`src/rtl/sdc_pkg.sv`:
```
package sdc_pkg;
    localparam int unsigned ADDR_W    = 6;
    localparam int unsigned RSP_BYTES = 16;
    localparam int unsigned RSP_IDX_W = $clog2(RSP_BYTES);
    localparam int unsigned TMO_W     = 16;

    localparam logic [ADDR_W-1:0] OFS_CTRL   = 6'h00;
    localparam logic [ADDR_W-1:0] OFS_IDX    = 6'h01;
    localparam logic [ADDR_W-1:0] OFS_RKIND  = 6'h02;
    localparam logic [ADDR_W-1:0] OFS_ARG0   = 6'h04;
    localparam logic [ADDR_W-1:0] OFS_ARG1   = 6'h05;
    localparam logic [ADDR_W-1:0] OFS_ARG2   = 6'h06;
    localparam logic [ADDR_W-1:0] OFS_ARG3   = 6'h07;
    localparam logic [ADDR_W-1:0] OFS_BLEN_L = 6'h0C;
    localparam logic [ADDR_W-1:0] OFS_BLEN_H = 6'h0D;
    localparam logic [ADDR_W-1:0] OFS_BCNT_L = 6'h0E;
    localparam logic [ADDR_W-1:0] OFS_BCNT_H = 6'h0F;
    localparam logic [ADDR_W-1:0] OFS_STAT1  = 6'h29;
    localparam logic [ADDR_W-1:0] OFS_STAT2  = 6'h2A;
    localparam logic [ADDR_W-1:0] OFS_TMO_L  = 6'h2C;
    localparam logic [ADDR_W-1:0] OFS_TMO_H  = 6'h2D;

    localparam int unsigned CTRL_GO_BIT    = 0;
    localparam int unsigned CTRL_WDIR_BIT  = 2;
    localparam int unsigned CTRL_FLUSH_BIT = 3;
    localparam int unsigned ST1_DONE_BIT   = 1;
    localparam int unsigned ST1_TMO_BIT    = 2;

    localparam logic [7:0] RKIND_NONE = 8'd0;
    localparam logic [7:0] RKIND_BUSY = 8'd9;

    typedef enum logic [1:0] {
        SEQ_IDLE,
        SEQ_ISSUE,
        SEQ_WAIT,
        SEQ_HOLD
    } seq_state_e;
endpackage

```
`src/rtl/sdc_cmd_seq.sv`:
```
module sdc_cmd_seq
    import sdc_pkg::*;
(
    input  logic             clk_i,
    input  logic             rst_ni,
    input  logic             start_i,
    input  logic             no_rsp_i,
    input  logic             busy_rsp_i,
    input  logic [TMO_W-1:0] tmo_limit_i,
    input  logic             card_ack_i,
    input  logic             card_rsp_valid_i,
    input  logic             card_busy_i,
    output logic             card_req_o,
    output logic             active_o,
    output logic             pending_o,
    output logic             hold_o,
    output logic             capture_o,
    output logic             done_o,
    output logic             timeout_o
);
    typedef struct packed {
        seq_state_e       st;
        logic [TMO_W-1:0] cnt;
    } seq_t;

    seq_t seq_d, seq_q;

    always_comb begin
        seq_d     = seq_q;
        capture_o = 1'b0;
        done_o    = 1'b0;
        timeout_o = 1'b0;
        unique case (seq_q.st)
            SEQ_IDLE: begin
                if (start_i) begin
                    seq_d.st  = SEQ_ISSUE;
                    seq_d.cnt = '0;
                end
            end
            SEQ_ISSUE: begin
                if (card_ack_i) begin
                    if (no_rsp_i) begin
                        seq_d.st = SEQ_IDLE;
                        done_o   = 1'b1;
                    end else begin
                        seq_d.st  = SEQ_WAIT;
                        seq_d.cnt = '0;
                    end
                end
            end
            SEQ_WAIT: begin
                if (card_rsp_valid_i) begin
                    capture_o = 1'b1;
                    if (busy_rsp_i) begin
                        seq_d.st = SEQ_HOLD;
                    end else begin
                        seq_d.st = SEQ_IDLE;
                        done_o   = 1'b1;
                    end
                end else if (seq_q.cnt >= tmo_limit_i) begin
                    seq_d.st  = SEQ_IDLE;
                    timeout_o = 1'b1;
                end else begin
                    seq_d.cnt = seq_q.cnt + 1'b1;
                end
            end
            SEQ_HOLD: begin
                if (!card_busy_i) begin
                    seq_d.st = SEQ_IDLE;
                    done_o   = 1'b1;
                end
            end
            default: seq_d.st = SEQ_IDLE;
        endcase
    end

    always_ff @(posedge clk_i or negedge rst_ni) begin
        if (!rst_ni) begin
            seq_q <= '{st: SEQ_IDLE, cnt: '0};
        end else begin
            seq_q <= seq_d;
        end
    end

    assign card_req_o = (seq_q.st == SEQ_ISSUE);
    assign pending_o  = (seq_q.st == SEQ_ISSUE);
    assign active_o   = (seq_q.st != SEQ_IDLE);
    assign hold_o     = (seq_q.st == SEQ_HOLD);
endmodule

```
`src/rtl/sdc_rsp_store.sv`:
```
module sdc_rsp_store
    import sdc_pkg::*;
(
    input  logic                     clk_i,
    input  logic                     rst_ni,
    input  logic                     clear_i,
    input  logic                     load_i,
    input  logic [RSP_BYTES*8-1:0]   rsp_i,
    input  logic [RSP_IDX_W-1:0]     rd_idx_i,
    output logic [7:0]               rd_byte_o,
    output logic [RSP_BYTES*8-1:0]   flat_o
);
    typedef struct packed {
        logic [RSP_BYTES-1:0][7:0] slot;
    } store_t;

    store_t store_d, store_q;
    logic [RSP_BYTES-1:0][7:0] placed;

    for (genvar n = 0; n < RSP_BYTES; n++) begin : g_place
        localparam int unsigned SLOT = (n + 1) % RSP_BYTES;
        assign placed[SLOT] = rsp_i[8*n +: 8];
    end

    always_comb begin
        store_d = store_q;
        if (clear_i) begin
            store_d.slot = '0;
        end else if (load_i) begin
            store_d.slot = placed;
        end
    end

    always_ff @(posedge clk_i or negedge rst_ni) begin
        if (!rst_ni) begin
            store_q <= '0;
        end else begin
            store_q <= store_d;
        end
    end

    assign rd_byte_o = store_q.slot[rd_idx_i];
    assign flat_o    = store_q.slot;
endmodule

```
`src/rtl/sdc_cmd_regs.sv`:
```
module sdc_cmd_regs
    import sdc_pkg::*;
#(
    parameter logic [TMO_W-1:0] TMO_RESET = 16'h00FF,
    parameter int unsigned      BLK_LEN_W = 11
) (
    input  logic                   clk_i,
    input  logic                   rst_ni,
    input  logic                   reg_wr_i,
    input  logic [ADDR_W-1:0]      reg_addr_i,
    input  logic [7:0]             reg_wdata_i,
    output logic [7:0]             reg_rdata_o,
    output logic                   card_req_o,
    input  logic                   card_ack_i,
    output logic [7:0]             card_cmd_idx_o,
    output logic [31:0]            card_arg_o,
    output logic [7:0]             card_rsp_type_o,
    output logic [3:0]             card_cmd_type_o,
    output logic                   card_write_o,
    output logic [BLK_LEN_W-1:0]   card_blk_len_o,
    output logic [15:0]            card_blk_cnt_o,
    input  logic                   card_rsp_valid_i,
    input  logic [RSP_BYTES*8-1:0] card_rsp_i,
    input  logic                   card_busy_i
);
    typedef struct packed {
        logic [7:0]       idx;
        logic [7:0]       rkind;
        logic [31:0]      arg;
        logic [15:0]      blen;
        logic [15:0]      bcnt;
        logic [TMO_W-1:0] tmo;
        logic [3:0]       ctype;
        logic             wdir;
        logic             f_done;
        logic             f_tmo;
    } regs_t;

    regs_t regs_d, regs_q;

    logic seq_active, seq_pending, seq_hold, seq_capture, seq_done, seq_tmo;
    logic start_go, flush_go, ctrl_wr;
    logic [7:0] rsp_byte;
    logic [RSP_BYTES*8-1:0] rsp_flat;
    logic done_flag;

    assign ctrl_wr  = reg_wr_i && (reg_addr_i == OFS_CTRL) && !seq_active;
    assign start_go = ctrl_wr && reg_wdata_i[CTRL_GO_BIT];
    assign flush_go = ctrl_wr && reg_wdata_i[CTRL_FLUSH_BIT];

    always_comb begin
        regs_d = regs_q;
        if (reg_wr_i) begin
            unique case (reg_addr_i)
                OFS_CTRL: begin
                    if (!seq_active) begin
                        regs_d.ctype = reg_wdata_i[7:4];
                        regs_d.wdir  = reg_wdata_i[CTRL_WDIR_BIT];
                    end
                end
                OFS_IDX:   if (!seq_active) regs_d.idx   = reg_wdata_i;
                OFS_RKIND: if (!seq_active) regs_d.rkind = reg_wdata_i;
                OFS_ARG0, OFS_ARG1, OFS_ARG2, OFS_ARG3: begin
                    if (!seq_active) regs_d.arg[8*reg_addr_i[1:0] +: 8] = reg_wdata_i;
                end
                OFS_BLEN_L: regs_d.blen[7:0]  = reg_wdata_i;
                OFS_BLEN_H: regs_d.blen[15:8] = reg_wdata_i;
                OFS_BCNT_L: regs_d.bcnt[7:0]  = reg_wdata_i;
                OFS_BCNT_H: regs_d.bcnt[15:8] = reg_wdata_i;
                OFS_TMO_L:  regs_d.tmo[7:0]   = reg_wdata_i;
                OFS_TMO_H:  regs_d.tmo[15:8]  = reg_wdata_i;
                OFS_STAT1: begin
                    if (reg_wdata_i[ST1_DONE_BIT]) regs_d.f_done = 1'b0;
                    if (reg_wdata_i[ST1_TMO_BIT])  regs_d.f_tmo  = 1'b0;
                end
                default: ;
            endcase
        end
        if (seq_done) regs_d.f_done = 1'b1;
        if (seq_tmo)  regs_d.f_tmo  = 1'b1;
    end

    always_ff @(posedge clk_i or negedge rst_ni) begin
        if (!rst_ni) begin
            regs_q     <= '0;
            regs_q.tmo <= TMO_RESET;
        end else begin
            regs_q <= regs_d;
        end
    end

    sdc_cmd_seq u_seq (
        .clk_i            (clk_i),
        .rst_ni           (rst_ni),
        .start_i          (start_go),
        .no_rsp_i         (regs_q.rkind == RKIND_NONE),
        .busy_rsp_i       (regs_q.rkind == RKIND_BUSY),
        .tmo_limit_i      (regs_q.tmo),
        .card_ack_i       (card_ack_i),
        .card_rsp_valid_i (card_rsp_valid_i),
        .card_busy_i      (card_busy_i),
        .card_req_o       (card_req_o),
        .active_o         (seq_active),
        .pending_o        (seq_pending),
        .hold_o           (seq_hold),
        .capture_o        (seq_capture),
        .done_o           (seq_done),
        .timeout_o        (seq_tmo)
    );

    sdc_rsp_store u_store (
        .clk_i     (clk_i),
        .rst_ni    (rst_ni),
        .clear_i   (flush_go),
        .load_i    (seq_capture),
        .rsp_i     (card_rsp_i),
        .rd_idx_i  (reg_addr_i[RSP_IDX_W-1:0]),
        .rd_byte_o (rsp_byte),
        .flat_o    (rsp_flat)
    );

    always_comb begin
        reg_rdata_o = 8'h00;
        if (reg_addr_i[5:4] == 2'b01) begin
            reg_rdata_o = rsp_byte;
        end else begin
            unique case (reg_addr_i)
                OFS_CTRL:   reg_rdata_o = {regs_q.ctype, 1'b0, regs_q.wdir, 1'b0, seq_pending};
                OFS_IDX:    reg_rdata_o = regs_q.idx;
                OFS_RKIND:  reg_rdata_o = regs_q.rkind;
                OFS_ARG0, OFS_ARG1, OFS_ARG2, OFS_ARG3:
                            reg_rdata_o = regs_q.arg[8*reg_addr_i[1:0] +: 8];
                OFS_BLEN_L: reg_rdata_o = regs_q.blen[7:0];
                OFS_BLEN_H: reg_rdata_o = regs_q.blen[15:8];
                OFS_BCNT_L: reg_rdata_o = regs_q.bcnt[7:0];
                OFS_BCNT_H: reg_rdata_o = regs_q.bcnt[15:8];
                OFS_STAT1:  reg_rdata_o = {5'b0, regs_q.f_tmo, regs_q.f_done, 1'b0};
                OFS_STAT2:  reg_rdata_o = {2'b00, seq_hold, seq_active, 4'b0000};
                OFS_TMO_L:  reg_rdata_o = regs_q.tmo[7:0];
                OFS_TMO_H:  reg_rdata_o = regs_q.tmo[15:8];
                default:    reg_rdata_o = 8'h00;
            endcase
        end
    end

    assign done_flag       = regs_q.f_done;
    assign card_cmd_idx_o  = regs_q.idx;
    assign card_arg_o      = regs_q.arg;
    assign card_rsp_type_o = regs_q.rkind;
    assign card_cmd_type_o = regs_q.ctype;
    assign card_write_o    = regs_q.wdir;
    assign card_blk_len_o  = regs_q.blen[BLK_LEN_W-1:0];
    assign card_blk_cnt_o  = regs_q.bcnt;
endmodule

```
`config.mk`:
```
export PLATFORM = sky130hd
export DESIGN_NAME = sdc_cmd_regs
export DESIGN_NICKNAME = d
export VERILOG_FILES = /design/src/rtl/sdc_pkg.sv /design/src/rtl/sdc_cmd_seq.sv /design/src/rtl/sdc_rsp_store.sv /design/src/rtl/sdc_cmd_regs.sv
export SDC_FILE = /design/constraint.sdc
export NUM_CORES = 1
export LEC_CHECK = 0
export BUFFER_PORTS_ARGS = -buffer_cell sky130_fd_sc_hd__buf_2
export CORE_MARGIN = 2
export CORE_UTILIZATION = 40
export CTS_BUF_LIST = sky130_fd_sc_hd__clkbuf_8
export DETAILED_ROUTE_END_ITERATION = 10
export GPL_TIMING_DRIVEN = 0
export PLACE_DENSITY_LB_ADDON = 0.12
export SYNTH_ARGS = -nofsm -noshare
export SYNTH_HDL_FRONTEND = slang
export SYNTH_SLANG_ARGS = --single-unit
```
`constraint.sdc`:
```
create_clock -name clk_i -period 3.7 [get_ports clk_i]
set_input_delay 0.555 -clock clk_i [delete_from_list [all_inputs] [get_ports clk_i]]
set_output_delay 0.555 -clock clk_i [all_outputs]
set_load 0.01 [all_outputs]
```
==> impl_metrics.yaml <==
sta:
  drv_slew: 0
  timing.final.ws_setup_ns: 0.164
  max_clock_freq_mhz: 283
  maxSlewHeadroom_pct: 9.03
  fin_skew_ns: 0.0254
  setup_viol: 0
  post-route-min-period_ns: 3.54
  finalSetupTns_ns: 0
  rsz0062_at_grt: "false"
  period_share_pct: 95.6
  tightest_slew_ns: 1.36
  hold_viol_final: 0
critical_path:
  rr_startpoint: "regs_q[7]$_DFFE_PN1P_"
  critPathLaunchType: "input port"
  required_ns: 3.14
  regToRegEndpoint: "u_seq.seq_q[8]$_DFFE_PN0P_"
  worst-path-max-fanout: 10
  reg2reg_depth: 8
  end_kind: "primary output"
  crit_slowest_cell: "buf_1"
  max_stage_delay_ns: 0.67
  path_cells: "buf_2 -> clkbuf_2 -> buf_1 -> mux4_2 -> mux4_2 -> nand2b_1 -> nand4_1 -> buf_2"
  r2r_slack_ns: 0.59
  crit_arrival_ns: 2.98
  crit_type: "in2out"
synthesis:
  synthAdderAreaFrac_pct: 2.05
  synth_edf_count: 0
  ys_seq_area_share_pct: 48.6
  synth-async-reset-ratio_pct: 100
  yosysWarnings: 0
  synth_compound_area_share_pct: 11.7
  synth_xor_area_share_pct: 0
  synth_ff_type: "dfrtp_1"
  yosys-mux-area-fraction_pct: 14.2
  synth_top_area_cell: "dfrtp_1"
  synth_top_family_by_area: "simple AND/OR/NAND/NOR gates"
  synth-simple-area-share_pct: 15.5
  synth-seq-cells: 249
  yosysTopAreaCellShare_pct: 47.0
  synth.distinct_cells: 52
  syn_inst: 1292
  syn_avg_cell_area_um2: 9.93
  syn_nets: 1461
  synth.cell_area_um2: 12800
  ys_top_cells_by_area: "dfrtp_1 (47%), nand2_1 (11%), mux4_2 (8.4%)"
pwr:
  power_density_nw_per_um2: 599
  power_leakage_nw: 7.48
  vdd_drop_max_uv: 330
detailed_routing:
  wl_per_cell_um: 20.4
  first_pass_iters: 9
  via_per_inst: 5.34
  finalWirelength_um: 41100
  drc_errors: 0
  ant_nets: 0
  num_vias: 10700
  drt_iter0_drc: 979
clocking:
  worstSkewPairLatency_ns: 0.57
  cts_max_path_buffers: 3
  numCtsBuffers: 45
  htreeDepth: 2
  root_buffer: "clkbuf_8"
  cts.sinks: 249
  cts_tree: "built"
  clkTransAtPathRegs_ns: 0.06
  cts_setup_buffers: 0
placed_design:
  place.port_buffers: 235
  post-place-ws_ns: -0.781
  place_area_um2: 14600
  dp.final_hpwl_um: 30500
  place_congestion: 0.849
die:
  io_pins: 237
  die_h_um: 183
  row_count: 65
  core_area_um2: 31600
  die_x_um: 183
  die-area_um2: 33500
  initial_utilization_pct: 40.7
final_layout:
  area_growth_pct: 21.1
  finalInstanceArea_um2: 15500
  finalNetCount: 1742
  drive_gt1_share_pct: 33.0
run_status:
  status: "completed"
worst_hold_path:
  holdPathStages: 3
  min_path_type: "in2reg"
  holdPathEnd: "u_store.flat_o[95]$_DFFE_PN0P_"
  hold_start: "card_rsp_i[87]"
grt:
  grt_usage_pct: 24.7
  antenna_found_initial: 3
  grt_max_degree: 118
  grt-ovfl-total: 0
  grt_pass1_wl_um: 62800
  first_global_vias: 10500
run:
  maxCapViolCount: 0
==> metal layers <==
layer  up-vias  track usage, %  wire length, um
met5         -               0               13
met3        58            4.39             2950
li1       5023               -                -
met2       461            38.2            18700
met1      5194            35.7            18400
met4         2            7.23              941
==> registers in the layout (all words and copies together), names as in the netlist <==
name             flops
card_blk_len_o      11
u_seq.seq_q         18
card_arg_o          32
done_flag            1
card_write_o         1
card_cmd_idx_o       8
card_cmd_type_o      4
u_store.flat_o     128
card_rsp_type_o      8
card_blk_cnt_o      16
regs_q              22
==> where the power goes <==
part | switching [W] | internal [W] | total [W]
Sequential | 0.000563 | 0.00357 | 0.00414
Combinational | 0.00137 | 0.00126 | 0.00262
Clock | 0.00118 | 0.00136 | 0.00255
==> worst max-delay path: cells and delay by family <==
kind,cells,cell delay [ns]
buffers and inverters,4,1.18
and+or+nand+nor,2,0.29
muxes,2,0.94
==> cells by family (layout without fill, tap and decap cells) <==
kind of cell / after synthesis / count (layout)
compound gates: 254 / 254
mux: 114 / 114
simple gates: 468 / 468
flops: 249 / 249
other cells: 0 / 2
buf+inv: 186 / 501
fa+ha+maj: 21 / 21
==> worst max path at each step <==
stage	startpoint	to
after floorplan	reg_addr_i[0]	reg_rdata_o[4]
after global placement	rst_ni	u_store.flat_o[43]$_DFFE_PN0P_
after detailed placement	reg_addr_i[0]	reg_rdata_o[4]
after CTS	reg_addr_i[0]	reg_rdata_o[5]
after global routing	reg_addr_i[0]	reg_rdata_o[4]
final	reg_addr_i[1]	reg_rdata_o[0]
==> cells in the mapped netlist (2+ instances only) <==
| cell | count |
|---|---|
| nor4_1 | 3 |
| nand2_1 | 365 |
| a31oi_1 | 5 |
| nand4_1 | 16 |
| buf_2 | 20 |
| nor3b_1 | 3 |
| a222oi_1 | 15 |
| nand2b_1 | 16 |
| buf_1 | 6 |
| a21oi_1 | 139 |
| o31ai_1 | 3 |
| a221oi_1 | 4 |
| and2_1 | 6 |
| o311ai_0 | 5 |
| o41ai_1 | 4 |
| a22o_1 | 3 |
| o211ai_1 | 2 |
| a22oi_1 | 6 |
| inv_1 | 25 |
| and3_1 | 9 |
| dfstp_2 | 8 |
| or3_1 | 2 |
| o21a_1 | 2 |
| nor2b_1 | 4 |
| mux2_2 | 63 |
| o21ai_0 | 53 |
| a21boi_0 | 3 |
| mux2i_1 | 3 |
| buf_4 | 79 |
| dfrtp_1 | 241 |
| nor3_1 | 5 |
| nand3_1 | 13 |
| clkbuf_1 | 56 |
| ha_1 | 21 |
| mux4_2 | 48 |
| nor2_1 | 14 |
| or4_1 | 4 |
| and4_1 | 4 |
==> through the flow <==
step           total power (W)  util [%]  hold WS (ns)  instances
2_1_floorplan          0.00576         -         0.259       1292
3_3_place_gp           0.00670      46.0         0.462       1929
3_5_place_dp           0.00680      46.2         0.397       1931
4_1_cts                0.00937      49.1         0.184       2010
5_1_grt                0.00989      49.2         0.207       2009
6_report               0.00931      49.2         0.215       2011
==> placed cells by master, fill, tap and decap left out, drive strengths merged, types with 5 or more instances in the layout <==
| cell type | count |
|---|---|
| a21oi | 139 |
| a222oi | 15 |
| a22oi | 6 |
| a31oi | 5 |
| and2 | 6 |
| and3 | 9 |
| buf | 342 |
| clkbuf | 108 |
| dfrtp | 241 |
| dfstp | 8 |
| ha | 21 |
| inv | 45 |
| mux2 | 63 |
| mux4 | 48 |
| nand2 | 365 |
| nand2b | 16 |
| nand3 | 13 |
| nand4 | 16 |
| nor2 | 14 |
| nor3 | 5 |
| o21ai | 53 |
| o311ai | 5 |
==> final cells by class <==
class | instances | area, um^2
antenna | 2 | 5.00
buffer | 157 | 941
clock buffer | 56 | 771
clock inverter | 25 | 113
fill | 3087 | 16000
inverter | 25 | 93.8
multi-input combinational | 857 | 5620
sequential | 249 | 6240
tap | 402 | 503
timing repair buffer | 238 | 1250
==> what timing repair did <==
item	4_1_cts	5_1_grt
resized for setup	14	11
hold endpoints to repair	16	0
pin swaps	1	0
cloned	0	0
setup endpoints to repair	128	6
hold buffers	1	0
Power figures use the tool's default switching activity.
